===== src/rtl/bmc_pkg.sv =====
package bmc_pkg;

  typedef enum logic {
    MAP_ROM_TOP    = 1'b0,
    MAP_ROM_BOTTOM = 1'b1
  } map_sel_e;

endpackage


===== src/rtl/bmc_debounce.sv =====
module bmc_debounce #(
  parameter int unsigned DEB_CYCLES = 16
) (
  input  logic clk,
  input  logic rst_n,
  input  logic raw_i,
  output logic press_o
);

  localparam int unsigned CW = (DEB_CYCLES > 1) ? $clog2(DEB_CYCLES) : 1;
  localparam logic [CW-1:0] RUN_LAST = CW'(DEB_CYCLES - 1);

  logic [1:0]    sync_q;
  logic          level;
  logic          stable_q;
  logic [CW-1:0] run_q;
  logic          differs;
  logic          settle;

  assign level   = sync_q[1];
  assign differs = level != stable_q;
  assign settle  = differs && (run_q == RUN_LAST);

  always_ff @(posedge clk or negedge rst_n) begin
    if (!rst_n) begin
      sync_q   <= 2'b00;
      stable_q <= 1'b0;
      run_q    <= '0;
      press_o  <= 1'b0;
    end else begin
      sync_q  <= {sync_q[0], raw_i};
      press_o <= settle && level;
      if (!differs) begin
        run_q <= '0;
      end else if (settle) begin
        stable_q <= level;
        run_q    <= '0;
      end else begin
        run_q <= run_q + 1'b1;
      end
    end
  end

  p_press_settled_r7: assert property (@(posedge clk) disable iff (!rst_n)
    press_o |-> stable_q);
  p_press_single_r7: assert property (@(posedge clk) disable iff (!rst_n)
    press_o |=> !press_o);

endmodule


===== src/rtl/bmc_restore_ctrl.sv =====
module bmc_restore_ctrl (
  input  logic clk,
  input  logic rst_n,
  input  logic press_i,
  input  logic mem_en_i,
  input  logic psel_i,
  output logic restore_o,
  output logic load_irq_o
);

  logic por_pend_q;
  logic btn_pend_q;

  always_ff @(posedge clk or negedge rst_n) begin
    if (!rst_n) begin
      por_pend_q <= 1'b1;
      btn_pend_q <= 1'b0;
      restore_o  <= 1'b1;
      load_irq_o <= 1'b0;
    end else begin
      por_pend_q <= 1'b0;
      btn_pend_q <= press_i;
      load_irq_o <= por_pend_q | btn_pend_q;
      if (press_i)
        restore_o <= 1'b1;
      else if (mem_en_i && psel_i)
        restore_o <= 1'b0;
    end
  end

  p_irq_one_cycle_r1: assert property (@(posedge clk) disable iff (!rst_n)
    load_irq_o |=> !load_irq_o);
  p_window_before_irq_r7: assert property (@(posedge clk) disable iff (!rst_n)
    press_i |=> restore_o);
  p_irq_after_press_r7: assert property (@(posedge clk) disable iff (!rst_n)
    press_i |=> ##1 load_irq_o);
  p_psel_closes_r4: assert property (@(posedge clk) disable iff (!rst_n)
    (mem_en_i && psel_i && !press_i) |=> !restore_o);

endmodule


===== src/rtl/bmc_addr_decode.sv =====
module bmc_addr_decode
  import bmc_pkg::*;
#(
  parameter int unsigned ADDR_W   = 16,
  parameter int unsigned WIN_BITS = 10
) (
  input  logic              mem_en_i,
  input  logic              psel_i,
  input  logic              restore_i,
  input  map_sel_e          map_i,
  input  logic [ADDR_W-1:0] addr_i,
  output logic              rom_cs_o,
  output logic              ram_cs_o
);

  localparam int unsigned HI_W = ADDR_W - WIN_BITS;

  logic [HI_W-1:0] hi;
  logic            in_win;
  logic            rom_hit;

  assign hi = addr_i[ADDR_W-1:WIN_BITS];

  always_comb begin
    unique case (map_i)
      MAP_ROM_BOTTOM: in_win = ~|hi;
      default:        in_win = &hi;
    endcase
  end

  assign rom_hit  = in_win && restore_i && !psel_i;
  assign rom_cs_o = mem_en_i && rom_hit;
  assign ram_cs_o = mem_en_i && !rom_hit;

endmodule


===== src/rtl/boot_map_ctrl.sv =====
module boot_map_ctrl
  import bmc_pkg::*;
#(
  parameter int unsigned ADDR_W     = 16,
  parameter int unsigned WIN_BITS   = 10,
  parameter int unsigned DEB_CYCLES = 16
) (
  input  logic              clk,
  input  logic              rst_n,
  input  logic              load_btn,
  input  logic              map_low,
  input  logic              mem_en,
  input  logic              psel,
  input  logic [ADDR_W-1:0] addr,
  output logic              rom_cs,
  output logic              ram_cs,
  output logic              load_irq
);

  logic     press;
  logic     restore;
  map_sel_e map_sel;

  assign map_sel = map_sel_e'(map_low);

  bmc_debounce #(.DEB_CYCLES(DEB_CYCLES)) u_deb (
    .clk     (clk),
    .rst_n   (rst_n),
    .raw_i   (load_btn),
    .press_o (press)
  );

  bmc_restore_ctrl u_rst (
    .clk        (clk),
    .rst_n      (rst_n),
    .press_i    (press),
    .mem_en_i   (mem_en),
    .psel_i     (psel),
    .restore_o  (restore),
    .load_irq_o (load_irq)
  );

  bmc_addr_decode #(.ADDR_W(ADDR_W), .WIN_BITS(WIN_BITS)) u_dec (
    .mem_en_i  (mem_en),
    .psel_i    (psel),
    .restore_i (restore),
    .map_i     (map_sel),
    .addr_i    (addr),
    .rom_cs_o  (rom_cs),
    .ram_cs_o  (ram_cs)
  );

  p_cs_exclusive_r10: assert property (@(posedge clk) disable iff (!rst_n)
    !(rom_cs && ram_cs));
  p_idle_no_cs_r6: assert property (@(posedge clk) disable iff (!rst_n)
    !mem_en |-> (!rom_cs && !ram_cs));
  p_psel_hides_rom_r3: assert property (@(posedge clk) disable iff (!rst_n)
    psel |-> !rom_cs);
  p_irq_with_window_r1: assert property (@(posedge clk) disable iff (!rst_n)
    load_irq |-> (restore || $past(press) || $past(restore)));

endmodule


===== config.mk =====
export PLATFORM = sky130hd
export DESIGN_NAME = boot_map_ctrl
export DESIGN_NICKNAME = d
export VERILOG_FILES = /design/src/rtl/bmc_pkg.sv /design/src/rtl/bmc_debounce.sv /design/src/rtl/bmc_restore_ctrl.sv /design/src/rtl/bmc_addr_decode.sv /design/src/rtl/boot_map_ctrl.sv
export SDC_FILE = /design/constraint.sdc
export NUM_CORES = 1
export LEC_CHECK = 0
export ABC_AREA = 0
export CORE_AREA = 2 2 39 41
export DETAILED_ROUTE_END_ITERATION = 12
export DIE_AREA = 0 0 41 43
export PLACE_DENSITY = 0.77
export SYNTH_ARGS = -nofsm -noshare
export SYNTH_HDL_FRONTEND = slang
export SYNTH_SLANG_ARGS = --single-unit

===== constraint.sdc =====
create_clock -name clk -period 3.9 [get_ports clk]
set_input_delay 0.585 -clock clk [delete_from_list [all_inputs] [get_ports clk]]
set_output_delay 0.585 -clock clk [all_outputs]
set_load 0.02 [all_outputs]

==> flow_metrics.env, run 1 <==
export IMPL_cp_slowest_cell="clkdlybuf4s50_1"
export IMPL_synth_seq_cells=12
export IMPL_worstPathArrival_ns=2.69
export IMPL_cts_sinks=12
export IMPL_grt_antenna_before_repair=0
export IMPL_vias_per_cell=4.94
export IMPL_setup_viol=0
export IMPL_rr_startpoint="u_deb.run_q[0]$_DFF_PN0_"
export IMPL_ctsHoldBuffers=0
export IMPL_cts_tree="yes"
export IMPL_cts_root_buf="clkbuf_4"
export IMPL_n_antenna_cell=0
export IMPL_synthArstFlopShare_pct=100
export IMPL_critPathLaunchType="primary input"
export IMPL_drc_errors=0
export IMPL_syn_avg_cell_area_sq_um=13.8
export IMPL_cp_required_ns=3.31
export IMPL_worstRegToRegCells=3
export IMPL_synth_cells=37
export IMPL_dr_total_vias=351
export IMPL_ys_seq_area_share_pct=59.2
export IMPL_synth_edf_count=0
export IMPL_drv_cap=0
export IMPL_yosysMostFrequentCell="dfrtp_1"
export IMPL_seq_area_sq_um=303
export IMPL_ys_flop_type="dfrtp_1"
export IMPL_crit_path_max_incr_delay_ns=0.64
export IMPL_hold_viol=0
export IMPL_fp_dieH_um=43
export IMPL_yosys_top_cells_area="dfrtp_1 (49%), dfstp_2 (10%), nor4_4 (4.2%)"
export IMPL_worstPathCellList="clkdlybuf4s50_1 -> or4b_4 -> nor4_4 -> a41oi_2 -> nor4b_2 -> clkdlybuf4s50_1"
export IMPL_cts_reportedPaths_clkPinSlew_ns=0.07
export IMPL_initial_core_util_pct=37.0
export IMPL_cpMostUsedCell="clkdlybuf4s50_1"
export IMPL_num_rows=14
export IMPL_portBuffers=14
export IMPL_endpoint="rom_cs"
export IMPL_syn_area_sq_um=512
export IMPL_synth_top_area_share_pct=48.9
export IMPL_cp_end_kind="output port"
export IMPL_crit_fanout=2
export IMPL_slew_violations=0
export IMPL_n_fill_cell=124
export IMPL_cts_resized=0
export IMPL_min_period_ns=3.28
export IMPL_crit_start="addr[12]"
export IMPL_cpLargestDelayFamily="buffers and inverters"
export IMPL_post_drt_wl_per_cell_um=12.1
export IMPL_yosysTopAreaCell="dfrtp_1"
export IMPL_h_tree_depth=1
export IMPL_core_sq_um=1380
export IMPL_power_uw=256
export IMPL_rrSetupSlack_ns=2.65
export IMPL_clock_latency_ns=0.27
export IMPL_status="complete, no violations"
export IMPL_fin_crit_sh_pct=84.0
export IMPL_cp_depth=6
export IMPL_gp_congestion=0.670
export IMPL_grt_pass1_wl_um=1390
export IMPL_post_cts_buffers=0
export IMPL_hpwl_um=705
export IMPL_io_pin_count=25
export IMPL_hold_class="reg -> reg"
export IMPL_syn_nets=60
export IMPL_drt_iter0_markers=0
export IMPL_drt_pass1_iterations=1
export IMPL_dieArea_sq_um=1760
export IMPL_multi_input_area_sq_um=201
export IMPL_ys_types=23
export IMPL_wl_um=862
export IMPL_cts_path_max_buffers=2
export IMPL_r2r_end="u_deb.stable_q$_DFFE_PN0P_"
export IMPL_die_w_um=41
export IMPL_grt_pass1_vias=350
export IMPL_fmax_mhz=305
export IMPL_peakVddDrop_mv=0.158
export IMPL_fin_tns_setup_ns=0
export IMPL_drive_gt1_share_pct=21.8
export IMPL_final_setup_skew_ns=0.000722
export IMPL_max_slew_margin_pct=66.5
export IMPL_numCtsBuffers=3
export IMPL_ant_nets=0
export IMPL_yosysWarningCount=0
export IMPL_critical_path_buf_inv_count=2
export IMPL_final_nets=79
export IMPL_track_usage_pct=13.0
export IMPL_grt_max_degree=13
export IMPL_area_delta_synth_final_pct=38.4
export IMPL_leakage_nw=0.293
export IMPL_crit_type="in -> out"
export IMPL_p_per_area_nw_per_um2=362
export IMPL_min_path_cells=0
export IMPL_tightestPinTransition_ns=0.501
export IMPL_rsz0062_at_grt="no"
export IMPL_grt_overflow=0
## worst min path at each step
stage,startpoint,end
floorplan,rst_n,u_deb.press_o$_DFF_PN0_
global placement,u_deb.sync_q[0]$_DFF_PN0_,u_deb.sync_q[1]$_DFF_PN0_
detailed placement,u_deb.sync_q[0]$_DFF_PN0_,u_deb.sync_q[1]$_DFF_PN0_
CTS,u_deb.sync_q[0]$_DFF_PN0_,u_deb.sync_q[1]$_DFF_PN0_
global route,u_deb.sync_q[0]$_DFF_PN0_,u_deb.sync_q[1]$_DFF_PN0_
finish,u_deb.sync_q[0]$_DFF_PN0_,u_deb.sync_q[1]$_DFF_PN0_
## logic make-up after synthesis
logic type	synth area share (%)
xor gates and xnor gates	3.42
and+or+nand+nor	21.3
buffers and inverters	1.47
AOI/OAI and AO/OA	9.29
DFF	59.2
muxes	2.20
other	0.733
adders and majority gates	2.44
## registers in the layout (all words and copies together), names as in the netlist
register          flops
u_deb.press_o         1
u_deb.stable_q        1
u_deb.sync_q          2
u_rst.load_irq_o      1
u_deb.run_q           4
u_rst.por_pend_q      1
u_rst.restore_o       1
u_rst.btn_pend_q      1
## routing by layer
layer / GRT usage [%] / wire (um) / share of wire (%)
met1: 10.6 / 272 / 32
met3: 9.95 / 113 / 13
met4: 6.00 / 0 / 0
met2: 21.3 / 476 / 55
met5: 0 / 0 / 0
## layout by cell type (no fill, tap or decap), drive strengths merged
| master | synthesis | routed |
|---|---|---|
| xnor2 | 2 | 2 |
| o31a | 1 | 1 |
| ha | 1 | 1 |
| nand4b | 1 | 1 |
| conb | 1 | 1 |
| or4b | 1 | 1 |
| mux2 | 1 | 1 |
| a41oi | 1 | 1 |
| dfrtp | 10 | 10 |
| nor4b | 1 | 1 |
| nor4 | 1 | 1 |
| a21oi | 2 | 2 |
| nor3b | 2 | 2 |
| dfstp | 2 | 2 |
| nand2 | 1 | 1 |
| clkbuf | 0 | 4 |
| a21o | 1 | 1 |
| and4b | 1 | 1 |
| nor2 | 1 | 1 |
| clkdlybuf4s50 | 0 | 14 |
| or2 | 1 | 1 |
| nand3 | 1 | 1 |
| inv | 2 | 2 |
| o21ai | 1 | 1 |
| nor2b | 1 | 1 |
## layout make-up
cell class | count | share of cell area, %
timing repair buffer | 14 | 19.8
tap | 16 | 2.83
sequential | 12 | 42.8
clock buffer | 4 | 5.12
inverter | 2 | 1.06
multi-input combinational | 23 | 28.4
## power by group
group	leakage (nW)	total [mW]	internal (mW)	switching [mW]
clock network	0.0210	0.0951	0.0567	0.0383
logic	0.121	0.0286	0.0170	0.0116
registers	0.151	0.133	0.129	0.00328
total	0.293	0.256	0.203	0.0533
## per-stage QoR
step	instance area [sq um]	std cells	hold slack, ns	setup slack [ns]	util, %
global route	708	71	0.360	0.497	51.2
finish	708	71	0.354	0.623	51.2
detailed placement	672	67	0.340	0.590	48.6
floorplan	512	37	0.289	1.47	-
CTS	708	71	0.357	0.586	51.2
global placement	672	67	0.338	0.642	48.6
Note: power is estimated with default switching activity, not from simulation.
==> run 2, diff against run 1 <==
--- a/config.mk
+++ b/config.mk
@@ -6,10 +6,10 @@
 export NUM_CORES = 1
 export LEC_CHECK = 0
 export ABC_AREA = 0
-export CORE_AREA = 2 2 39 41
+export CORE_MARGIN = 1
+export CORE_UTILIZATION = 37
 export DETAILED_ROUTE_END_ITERATION = 12
-export DIE_AREA = 0 0 41 43
-export PLACE_DENSITY = 0.77
+export PLACE_DENSITY = 0.74
 export SYNTH_ARGS = -nofsm -noshare
 export SYNTH_HDL_FRONTEND = slang
 export SYNTH_SLANG_ARGS = --single-unit
==> constraint.sdc (replaced) <==
create_clock -name clk -period 3.3 [get_ports clk]
set_input_delay 0.495 -clock clk [delete_from_list [all_inputs] [get_ports clk]]
set_output_delay 0.495 -clock clk [all_outputs]
set_load 0.02 [all_outputs]
==> run 2 against run 1 <==
  * Total power grew 7.2%
  * Routed wire length decreased by 13%
  * Via count down 2.6%
  * First-iteration DRC count increased by 7
  * Critical path depth unchanged
  * Sequential power up 18%
  * Global-route usage down 0.38 points
  * Clock skew grew 0.0079 ns
  * Die area down 13%
  * Critical endpoint unchanged
  * Highest routed layer is now met4
==> flow_metrics.env, run 2 (synthesis gave the netlist of run 1 again) <==
export IMPL_dieArea_sq_um=1540
export IMPL_fin_cells=69
export IMPL_cp_end_kind="output port"
export IMPL_grt_max_degree=13
export IMPL_layout_commonest_cell="clkdlybuf4s50_1"
export IMPL_die_w_um=39.2
export IMPL_critPathLaunchType="primary input"
export IMPL_area_delta_synth_final_pct=35.5
export IMPL_hpwl_um=591
export IMPL_dr_wl_met3_um=35
export IMPL_wl_um=752
export IMPL_p_per_area_nw_per_um2=397
export IMPL_crit_type="in -> out"
export IMPL_fin_crit_sh_pct=93.1
export IMPL_final_nets=79
export IMPL_grt_pass1_vias=295
export IMPL_cts_path_max_buffers=2
export IMPL_cp_required_ns=2.80
export IMPL_io_pin_count=25
export IMPL_grt_overflow=0
export IMPL_cts_sinks=12
export IMPL_drive_gt1_share_pct=20.4
export IMPL_dr_total_vias=342
export IMPL_portBuffers=14
export IMPL_cts_tree="yes"
export IMPL_min_period_ns=3.07
export IMPL_post_cts_buffers=0
export IMPL_placed_cells=66
export IMPL_top_layer="met4"
export IMPL_final_core_util_pct=53.3
export IMPL_worstPathArrival_ns=2.58
export IMPL_vias_per_cell=4.96
export IMPL_power_uw=275
export IMPL_initial_core_util_pct=39.3
export IMPL_fp_dieH_um=39.2
export IMPL_h_tree_depth=1
export IMPL_grt_antenna_before_repair=0
export IMPL_track_usage_pct=12.6
export IMPL_clock_latency_ns=0.27
export IMPL_slew_violations=0
export IMPL_hold_viol=0
export IMPL_met1_length_um=343
export IMPL_final_setup_skew_ns=0.00865
export IMPL_regMostFlops="u_deb.run_q"
export IMPL_setup_viol=0
export IMPL_grt_pass1_wl_um=1210
export IMPL_top_regs="u_deb.run_q (4), u_deb.sync_q (2)"
export IMPL_drt_iter0_markers=7
export IMPL_fin_tns_setup_ns=0
export IMPL_crit_fanout=2
export IMPL_gp_congestion=0.571
export IMPL_max_slew_margin_pct=65.6
export IMPL_n_fill_cell=113
export IMPL_tightestPinTransition_ns=0.514
export IMPL_post_drt_wl_per_cell_um=10.9
export IMPL_numCtsBuffers=3
export IMPL_leakage_nw=0.285
export IMPL_ant_nets=0
export IMPL_n_antenna_cell=0
export IMPL_core_sq_um=1300
export IMPL_cts_root_buf="clkbuf_4"
export IMPL_rsz0062_at_grt="no"
export IMPL_drc_errors=0
export IMPL_cts_resized=0
export IMPL_status="complete, no violations"
export IMPL_largest_reg_flops=4
export IMPL_num_rows=13
export IMPL_cts_reportedPaths_clkPinSlew_ns=0.06
export IMPL_wl_met2_um=355
export IMPL_fmax_mhz=325
export IMPL_peakVddDrop_mv=0.236
export IMPL_hold_class="reg -> reg"
export IMPL_final_cell_mix="clkdlybuf4s50_1 (14), dfrtp_1 (10), clkbuf_4 (3)"
export IMPL_stdcell_area_sq_um=693
export IMPL_drv_cap=0
export IMPL_dpl_cell_area_sq_um=671
export IMPL_ctsHoldBuffers=0
export IMPL_drt_pass1_iterations=3
==> run 2: metrics by stage <==
step           worst slack (ns)  hold WS (ns)
2_1_floorplan              1.05         0.199
3_3_place_gp              0.224         0.335
3_5_place_dp              0.206         0.346
4_1_cts                   0.202         0.360
5_1_grt                   0.115         0.366
6_report                  0.228         0.354
==> run 2: path summary, 6_finish.rpt <==
check                      slack, ns                       from  cells after the start                     endpoint
setup / recovery                0.23                   addr[12]                      6                       rom_cs
hold / removal                  0.35  u_deb.sync_q[0]$_DFF_PN0_                      0    u_deb.sync_q[1]$_DFF_PN0_
setup reg to reg                2.05   u_deb.run_q[0]$_DFF_PN0_                      3   u_deb.stable_q$_DFFE_PN0P_
hold reg to reg                 0.35  u_deb.sync_q[0]$_DFF_PN0_                      0    u_deb.sync_q[1]$_DFF_PN0_
max in group asynchronous       2.37                      rst_n                      1  u_rst.restore_o$_DFFE_PN1P_
min in group asynchronous       0.56                      rst_n                      1     u_deb.run_q[3]$_DFF_PN0_
==> run 2: critical path: stages <==
cell	delay, ns
clkdlybuf4s50_1	0.41
or4b_4	0.55
nor4_4	0.15
a41oi_2	0.07
nor4b_2	0.26
clkdlybuf4s50_1	0.64
==> run 2: where the power goes <==
part           switching, mW  total, mW  internal (mW)  leakage, nW
sequential           0.00381      0.157          0.153        0.151
clock                 0.0429     0.0851         0.0422       0.0138
combinational         0.0130     0.0329         0.0199        0.121
==> run 2: cell type report <==
type / instances / area (sq um) / share of cell area (%)
multi-input combinational: 23 / 201 / 29.1
sequential: 12 / 303 / 43.7
clock buffer: 3 / 22.5 / 3.25
timing repair buffer: 14 / 140 / 20.2
inverter: 2 / 7.51 / 1.08
tap: 15 / 18.8 / 2.71
==> run 2: routing by layer <==
metal	track usage, %	up-vias
met2	19.6	6
met4	5.17	0
met5	0	-
li1	-	171
met3	6.94	3
met1	14.2	162
==> run 3, diff against run 2 <==
--- a/config.mk
+++ b/config.mk
@@ -6,7 +6,7 @@
 export NUM_CORES = 1
 export LEC_CHECK = 0
 export ABC_AREA = 0
-export CORE_MARGIN = 1
+export CAP_MARGIN = 20
 export CORE_UTILIZATION = 37
 export DETAILED_ROUTE_END_ITERATION = 12
 export PLACE_DENSITY = 0.74
==> results of run 3 <==
Final layout, timing and power as in run 2 (identical DEF).
